$ cat src/rtl/xtrig_pkg.sv
package xtrig_pkg;
  localparam int ADDR_W = 8;
  localparam int DATA_W = 32;

  localparam logic [ADDR_W-1:0] A_CTRL    = 8'h00;
  localparam logic [ADDR_W-1:0] A_RESTORE = 8'h01;
  localparam logic [ADDR_W-1:0] A_SET     = 8'h02;
  localparam logic [ADDR_W-1:0] A_CLR     = 8'h03;
  localparam logic [ADDR_W-1:0] A_PULSE   = 8'h04;
  localparam logic [ADDR_W-1:0] A_GATE    = 8'h05;
  localparam logic [ADDR_W-1:0] A_FMASK   = 8'h06;
  localparam logic [ADDR_W-1:0] A_CHST    = 8'h07;
  localparam logic [ADDR_W-1:0] A_OUTST   = 8'h08;
  localparam logic [ADDR_W-1:0] A_INST    = 8'h09;
  localparam logic [ADDR_W-1:0] A_IN_BASE  = 8'h10;
  localparam logic [ADDR_W-1:0] A_OUT_BASE = 8'h20;
  localparam int MAX_LINES = 16;
endpackage

$ cat src/rtl/xtrig_sync.sv
module xtrig_sync #(
  parameter int WIDTH  = 8,
  parameter int STAGES = 2
) (
  input  logic             clk,
  input  logic             rst,
  input  logic [WIDTH-1:0] d,
  output logic [WIDTH-1:0] q
);
  logic [STAGES-1:0][WIDTH-1:0] stage_q;

  always_ff @(posedge clk) begin
    if (rst) begin
      stage_q <= '0;
    end else begin
      stage_q[0] <= d;
      for (int s = 1; s < STAGES; s++) begin
        stage_q[s] <= stage_q[s-1];
      end
    end
  end

  assign q = stage_q[STAGES-1];
endmodule

$ cat src/rtl/xtrig_regs.sv
module xtrig_regs
  import xtrig_pkg::*;
#(
  parameter int N_IN  = 8,
  parameter int N_OUT = 8,
  parameter int N_CH  = 4,
  parameter logic [N_OUT-1:0] FILT_DEFAULT = 1
) (
  input  logic                         clk,
  input  logic                         rst,
  input  logic                         bus_valid,
  input  logic                         bus_write,
  input  logic [ADDR_W-1:0]            bus_addr,
  input  logic [DATA_W-1:0]            bus_wdata,
  output logic                         rsp_valid,
  output logic [DATA_W-1:0]            rsp_rdata,
  input  logic [N_CH-1:0]              ch_status,
  input  logic [N_OUT-1:0]             out_status,
  input  logic [N_IN-1:0]              in_status,
  output logic                         glob_en,
  output logic                         filt_en,
  output logic [N_OUT-1:0]             filt_mask,
  output logic [N_CH-1:0]              gate,
  output logic [N_CH-1:0]              sw_set,
  output logic [N_CH-1:0]              sw_pulse,
  output logic [N_IN-1:0][N_CH-1:0]    in_att,
  output logic [N_OUT-1:0][N_CH-1:0]   out_att
);
  localparam logic [N_CH-1:0] GATE_DEFAULT = '1;

  logic              wr, rd, restore;
  logic [N_CH-1:0]   wch;
  logic [DATA_W-1:0] rdata_c;
  logic              unused_wdata;

  assign wr      = bus_valid && bus_write;
  assign rd      = bus_valid && !bus_write;
  assign wch     = bus_wdata[N_CH-1:0];
  assign restore = wr && (bus_addr == A_RESTORE) && bus_wdata[0];
  assign unused_wdata = ^bus_wdata;

  always_ff @(posedge clk) begin
    if (rst || restore) begin
      glob_en   <= 1'b0;
      filt_en   <= 1'b1;
      filt_mask <= FILT_DEFAULT;
      gate      <= GATE_DEFAULT;
      sw_set    <= '0;
      sw_pulse  <= '0;
      in_att    <= '0;
      out_att   <= '0;
    end else begin
      sw_pulse <= (wr && bus_addr == A_PULSE) ? wch : '0;
      if (wr) begin
        if (bus_addr == A_CTRL) begin
          glob_en <= bus_wdata[0];
          filt_en <= bus_wdata[1];
        end
        if (bus_addr == A_SET)   sw_set    <= sw_set | wch;
        if (bus_addr == A_CLR)   sw_set    <= sw_set & ~wch;
        if (bus_addr == A_GATE)  gate      <= wch;
        if (bus_addr == A_FMASK) filt_mask <= bus_wdata[N_OUT-1:0];
        for (int i = 0; i < N_IN; i++) begin
          if (bus_addr == A_IN_BASE + ADDR_W'(i)) in_att[i] <= wch;
        end
        for (int j = 0; j < N_OUT; j++) begin
          if (bus_addr == A_OUT_BASE + ADDR_W'(j)) out_att[j] <= wch;
        end
      end
    end
  end

  always_comb begin
    rdata_c = '0;
    case (bus_addr)
      A_CTRL:  rdata_c = DATA_W'({filt_en, glob_en});
      A_GATE:  rdata_c = DATA_W'(gate);
      A_FMASK: rdata_c = DATA_W'(filt_mask);
      A_SET:   rdata_c = DATA_W'(sw_set);
      A_CHST:  rdata_c = DATA_W'(ch_status);
      A_OUTST: rdata_c = DATA_W'(out_status);
      A_INST:  rdata_c = DATA_W'(in_status);
      default: rdata_c = '0;
    endcase
    for (int i = 0; i < N_IN; i++) begin
      if (bus_addr == A_IN_BASE + ADDR_W'(i)) rdata_c = DATA_W'(in_att[i]);
    end
    for (int j = 0; j < N_OUT; j++) begin
      if (bus_addr == A_OUT_BASE + ADDR_W'(j)) rdata_c = DATA_W'(out_att[j]);
    end
  end

  always_ff @(posedge clk) begin
    if (rst) begin
      rsp_valid <= 1'b0;
      rsp_rdata <= '0;
    end else begin
      rsp_valid <= rd;
      rsp_rdata <= rd ? rdata_c : '0;
    end
  end
endmodule

$ cat src/rtl/xtrig_route.sv
module xtrig_route #(
  parameter int N_IN  = 8,
  parameter int N_OUT = 8,
  parameter int N_CH  = 4
) (
  input  logic                        clk,
  input  logic                        rst,
  input  logic                        glob_en,
  input  logic                        filt_en,
  input  logic [N_OUT-1:0]            filt_mask,
  input  logic [N_CH-1:0]             gate,
  input  logic [N_CH-1:0]             sw_set,
  input  logic [N_CH-1:0]             sw_pulse,
  input  logic [N_IN-1:0][N_CH-1:0]   in_att,
  input  logic [N_OUT-1:0][N_CH-1:0]  out_att,
  input  logic [N_IN-1:0]             trig_sync,
  input  logic [N_CH-1:0]             chan_in,
  output logic [N_CH-1:0]             ch_eff,
  output logic [N_OUT-1:0]            trig_out_q,
  output logic [N_CH-1:0]             chan_out_q
);
  logic [N_CH-1:0]  from_inputs;
  logic [N_CH-1:0]  local_ch;
  logic [N_OUT-1:0] out_raw;
  logic [N_OUT-1:0] blocked;

  always_comb begin
    from_inputs = '0;
    for (int i = 0; i < N_IN; i++) begin
      if (trig_sync[i]) from_inputs = from_inputs | in_att[i];
    end
    local_ch = glob_en ? (sw_set | sw_pulse | from_inputs) : '0;
    ch_eff   = glob_en ? (local_ch | chan_in) : '0;
  end

  genvar j;
  generate
    for (j = 0; j < N_OUT; j++) begin : g_out
      assign out_raw[j] = |(out_att[j] & ch_eff);
    end
  endgenerate

  assign blocked = filt_en ? filt_mask : '0;

  always_ff @(posedge clk) begin
    if (rst) begin
      trig_out_q <= '0;
      chan_out_q <= '0;
    end else begin
      trig_out_q <= glob_en ? (out_raw & ~blocked) : '0;
      chan_out_q <= local_ch & gate;
    end
  end
endmodule

$ cat src/rtl/xtrig_unit.sv
module xtrig_unit
  import xtrig_pkg::*;
#(
  parameter int N_IN  = 8,
  parameter int N_OUT = 8,
  parameter int N_CH  = 4,
  parameter logic [N_OUT-1:0] FILT_DEFAULT = 1
) (
  input  logic              clk,
  input  logic              rst,
  input  logic [N_IN-1:0]   trig_in,
  output logic [N_OUT-1:0]  trig_out,
  input  logic [N_CH-1:0]   chan_in,
  output logic [N_CH-1:0]   chan_out,
  input  logic              bus_valid,
  output logic              bus_ready,
  input  logic              bus_write,
  input  logic [7:0]        bus_addr,
  input  logic [31:0]       bus_wdata,
  output logic              rsp_valid,
  output logic [31:0]       rsp_rdata
);
  localparam int SYNC_STAGES = 2;

  logic [N_IN-1:0]             trig_sync;
  logic                        glob_en, filt_en;
  logic [N_OUT-1:0]            filt_mask;
  logic [N_CH-1:0]             gate_mask, sw_set, sw_pulse, ch_eff;
  logic [N_IN-1:0][N_CH-1:0]   in_att;
  logic [N_OUT-1:0][N_CH-1:0]  out_att;

  assign bus_ready = 1'b1;

  xtrig_sync #(.WIDTH(N_IN), .STAGES(SYNC_STAGES)) u_sync (
    .clk(clk), .rst(rst), .d(trig_in), .q(trig_sync)
  );

  xtrig_regs #(.N_IN(N_IN), .N_OUT(N_OUT), .N_CH(N_CH),
               .FILT_DEFAULT(FILT_DEFAULT)) u_regs (
    .clk(clk), .rst(rst),
    .bus_valid(bus_valid), .bus_write(bus_write),
    .bus_addr(bus_addr), .bus_wdata(bus_wdata),
    .rsp_valid(rsp_valid), .rsp_rdata(rsp_rdata),
    .ch_status(ch_eff), .out_status(trig_out), .in_status(trig_sync),
    .glob_en(glob_en), .filt_en(filt_en), .filt_mask(filt_mask),
    .gate(gate_mask), .sw_set(sw_set), .sw_pulse(sw_pulse),
    .in_att(in_att), .out_att(out_att)
  );

  xtrig_route #(.N_IN(N_IN), .N_OUT(N_OUT), .N_CH(N_CH)) u_route (
    .clk(clk), .rst(rst),
    .glob_en(glob_en), .filt_en(filt_en), .filt_mask(filt_mask),
    .gate(gate_mask), .sw_set(sw_set), .sw_pulse(sw_pulse),
    .in_att(in_att), .out_att(out_att),
    .trig_sync(trig_sync), .chan_in(chan_in),
    .ch_eff(ch_eff), .trig_out_q(trig_out), .chan_out_q(chan_out)
  );
endmodule

$ cat config.mk
export PLATFORM = sky130hd
export DESIGN_NAME = xtrig_unit
export DESIGN_NICKNAME = d
export VERILOG_FILES = /design/src/rtl/xtrig_pkg.sv /design/src/rtl/xtrig_sync.sv /design/src/rtl/xtrig_regs.sv /design/src/rtl/xtrig_route.sv /design/src/rtl/xtrig_unit.sv
export SDC_FILE = /design/constraint.sdc
export NUM_CORES = 1
export LEC_CHECK = 0
export CORE_ASPECT_RATIO = 1.4
export CORE_UTILIZATION = 48
export CTS_BUF_LIST = sky130_fd_sc_hd__clkbuf_4 sky130_fd_sc_hd__clkbuf_8 sky130_fd_sc_hd__clkbuf_16
export CTS_CLUSTER_DIAMETER = 40
export DETAILED_ROUTE_END_ITERATION = 10
export PLACE_DENSITY = 0.84
export SLEW_MARGIN = 40
export SYNTH_ARGS = -nofsm -noshare
export SYNTH_HDL_FRONTEND = slang
export SYNTH_SLANG_ARGS = --single-unit
$ cat constraint.sdc
create_clock -name clk -period 1.63 [get_ports clk]
set_input_delay 0.163 -clock clk [delete_from_list [all_inputs] [get_ports clk]]
set_output_delay 0.163 -clock clk [all_outputs]
set_load 0.01 [all_outputs]
==> metrics.txt <==
status finished, violations left; failing checks setup timing; startpoint types register; routed length per instance 24.86 µm; proportion of layout cells with a drive suffix above 1 about a third; actual slew at the worst max-slew pin 0.6581 ns; EDFF count, synth 0; core area 12,000 µm²; syn_area_per_cell ~8.1 µm²; register area share after synthesis between 40 and 50%; largest net degree at the start of global routing 40; TritonCTS Sinks 123; fillers 785; Final Hold Vio Count 0; final slew viol count 0; Worst-Skew Late Latency roughly 0.42 ns; vias in the first global route 6,852; crit path kind register to register; Required @ worst endpoint around 1.9 ns; Layout Nets between 900 and 1k; Hold WS 0.2898 ns; CP Buf/Inv Count 1; Chip Height 134.1 µm; crit-path max cell delay 0.63 ns; Post-synth ARST share 0%; Hold EP u_sync.stage_q[1]; PD cells 898.7 nW/µm²; Synthesis Warnings 0; crit-path cells a222oi_1 > nand3_1 > buf_4 > nor2_4 > nor2b_4 > a22oi_1 > a221oi_1; final setup margin -0.3657 ns; full die area 12,920 µm²; max-cap violation count 0; ys flop type dfxtp_1; Leakage 3.476 nW; Crit Reg-Reg Endpoint u_route.trig_out_q[1]; Peak VDD IR approximately 0.0012 V; Vias between 7k and 8k; count leader, synth dfxtp_1; global-route wire length before repair approximately 40,000 µm; Post-Syn Instances 742; Synth top area share 41.15%; synth cell count leaders dfxtp_1, nand2_1, a21oi_1; CP delay by family, top compound AO/OA/AOI/OAI gates; minimum clock period after layout 1.996 ns; Total GRT Usage roughly 43%; DR iter-0 viols 1,166; Worst R2R Path Depth 7; unrepaired setup endpoints after global routing true; # IOs about 100; CTS Hold Buffers Added 0; TritonCTS buffer count 17; routability cong. 1.031; Hold Path Depth 2; Worst EP arrival 2.28 ns; Max Fanout on Critical Path 8; vias per inst approximately 6.6; hold_sp trig_in[1]; Worst-path clk slew 0.06 ns; CP Capture Type register; Hold Crit Class primary input to register; DRC Markers 0; period utilization 122.4%; Detailed Routing Iterations Pass 1 7; # rows 47; GR Overflow Total 0; Critical R2R Launch u_sync.q[6]; setup violators final 14; R2R setup slack -0.37 ns; top post-synthesis cells by area dfxtp_1, a21oi_1, mux2i_1, nand2_1, o21ai_0; IO buf count 52; area of the multi-input gates about 3600 µm²; Mapped Area 5984 µm²; Initial Utilization about half; Synth cell types 57; flops & latches, synth 123; leading area contributor after synthesis dfxtp_1; n_diodes 0; Rel. slew slack 56.13%; Root Driver clkbuf_16; Final HPWL DP roughly 18,000 µm; area delta synth->final 51.77%; Final ANT Viol Nets 0; final wirelength approximately 27,000 µm; total number of H-tree levels 4; Die Wd 96.37 µm; initial antenna violation count 1; FF+latch area between 2000 and 2500 µm²; Max Buffers Root-to-Sink 2; CTS tree built; Max stage delay cell, worst path a222oi_1; Setup TNS -3.992 ns; Worst Clk Skew 0.009837 ns; max frequency roughly 0.5 GHz
==> worst max path at each step <==
stage	startpoint	cells after the start	endpoint
global route	u_sync.q[6]	7	u_regs.rsp_rdata[1]
detailed placement	bus_addr[1]	11	u_regs.rsp_rdata[0]
finish	u_sync.q[6]	7	u_route.trig_out_q[1]
global placement	bus_addr[1]	11	u_regs.rsp_rdata[0]
floorplan	bus_addr[0]	9	u_regs.rsp_rdata[3]
CTS	u_sync.q[6]	6	u_regs.rsp_rdata[1]
==> per-stage QoR <==
step	utilization, %	std cells	power (mW)	instance area (µm²)	setup WS (ns)
after CTS	73.07	1088	8.043	8766	-0.2015
final	75.71	1099	8.162	9082	-0.3657
after global placement	64.67	1053	3.788	7759	-0.8099
after detailed placement	64.67	1053	3.790	7759	-0.8175
after floorplan	-	765	3.434	6106	-0.01153
after global routing	75.71	1099	8.308	9082	-0.4625
==> layout by cell type, fill, tap and decap left out, types with 5 or more instances in the layout <==
cell type        synthesis  final
buf_6                    0     14
clkdlybuf4s50_1          0     45
dlygate4sd2_1            0      5
nand2b_1                 8      5
a21oi_1                 85     77
buf_4                   25    160
a21oi_2                  1      9
nand2_1                 93     91
a22oi_1                 28     20
nor2_4                   0     10
nand3_2                  1      7
nor2_2                   0     10
a222oi_1                 5      5
nor2_1                  67     47
a221oi_1                11      8
nor2b_1                 24     19
nand3_1                 16      9
o21ai_0                 68     63
inv_1                    6      6
mux2i_1                 35     33
conb_1                   2     25
and2_1                   5      5
o221ai_1                 5      5
bufinv_16                0      5
a22oi_2                  0      8
clkbuf_16                0     19
buf_12                   0      8
dfxtp_1                123    118
==> power by group <==
part	switching, mW	internal (mW)	total, mW
clock	1.52	2.78	4.30
sequential	0.0177	3.03	3.05
combinational	0.463	0.355	0.818
==> registers in the layout, indices dropped and copies added, names as in the netlist, named ones only <==
register,cells
u_regs.filt_en,1
u_regs.out_att,32
u_regs.rsp_rdata,8
u_sync.q,8
u_regs.filt_mask,8
u_regs.in_att,32
u_regs.gate,4
u_route.trig_out_q,8
u_regs.glob_en,1
u_route.chan_out_q,4
u_sync.stage_q,8
u_regs.sw_pulse,4
u_regs.rsp_valid,1
==> metal layers <==
layer	global-route usage, %	routed length [µm]	vias up
li1	-	-	3008
met1	51.87	9331	3375
met2	65.29	12090	658
met3	14.57	3557	188
met4	28.19	2333	0
met5	0	0	-
==> kinds of logic (layout without fill, tap and decap cells) <==
group | count (synthesis) | count (layout) | share of synthesized area, %
DFF | 123 | 123 | 41.15
AOI/OAI and AO/OA | 246 | 246 | 25.30
buffers and inverters | 89 | 276 | 7.485
other | 2 | 25 | 0.1255
muxes | 38 | 38 | 6.607
and+or+nand+nor | 244 | 244 | 19.34
==> layout make-up <==
class / count / area share, %
flip-flops and latches: 123 / 27.21
clock buffers: 19 / 4.918
multi-input cells: 553 / 39.90
repair buffers: 238 / 23.32
inverters: 6 / 0.2480
clock inverters: 13 / 2.383
well taps: 147 / 2.025
==> what timing repair did <==
item / in CTS / in global routing
setup endpoints to repair: 102 / 102
pin swaps: 34 / 11
gates cloned: 0 / 3
buffers inserted: 5 / 8
resized for setup: 91 / 50
endpoints found under the hold margin: 0 / 0
Power figures use the tool's default switching activity.
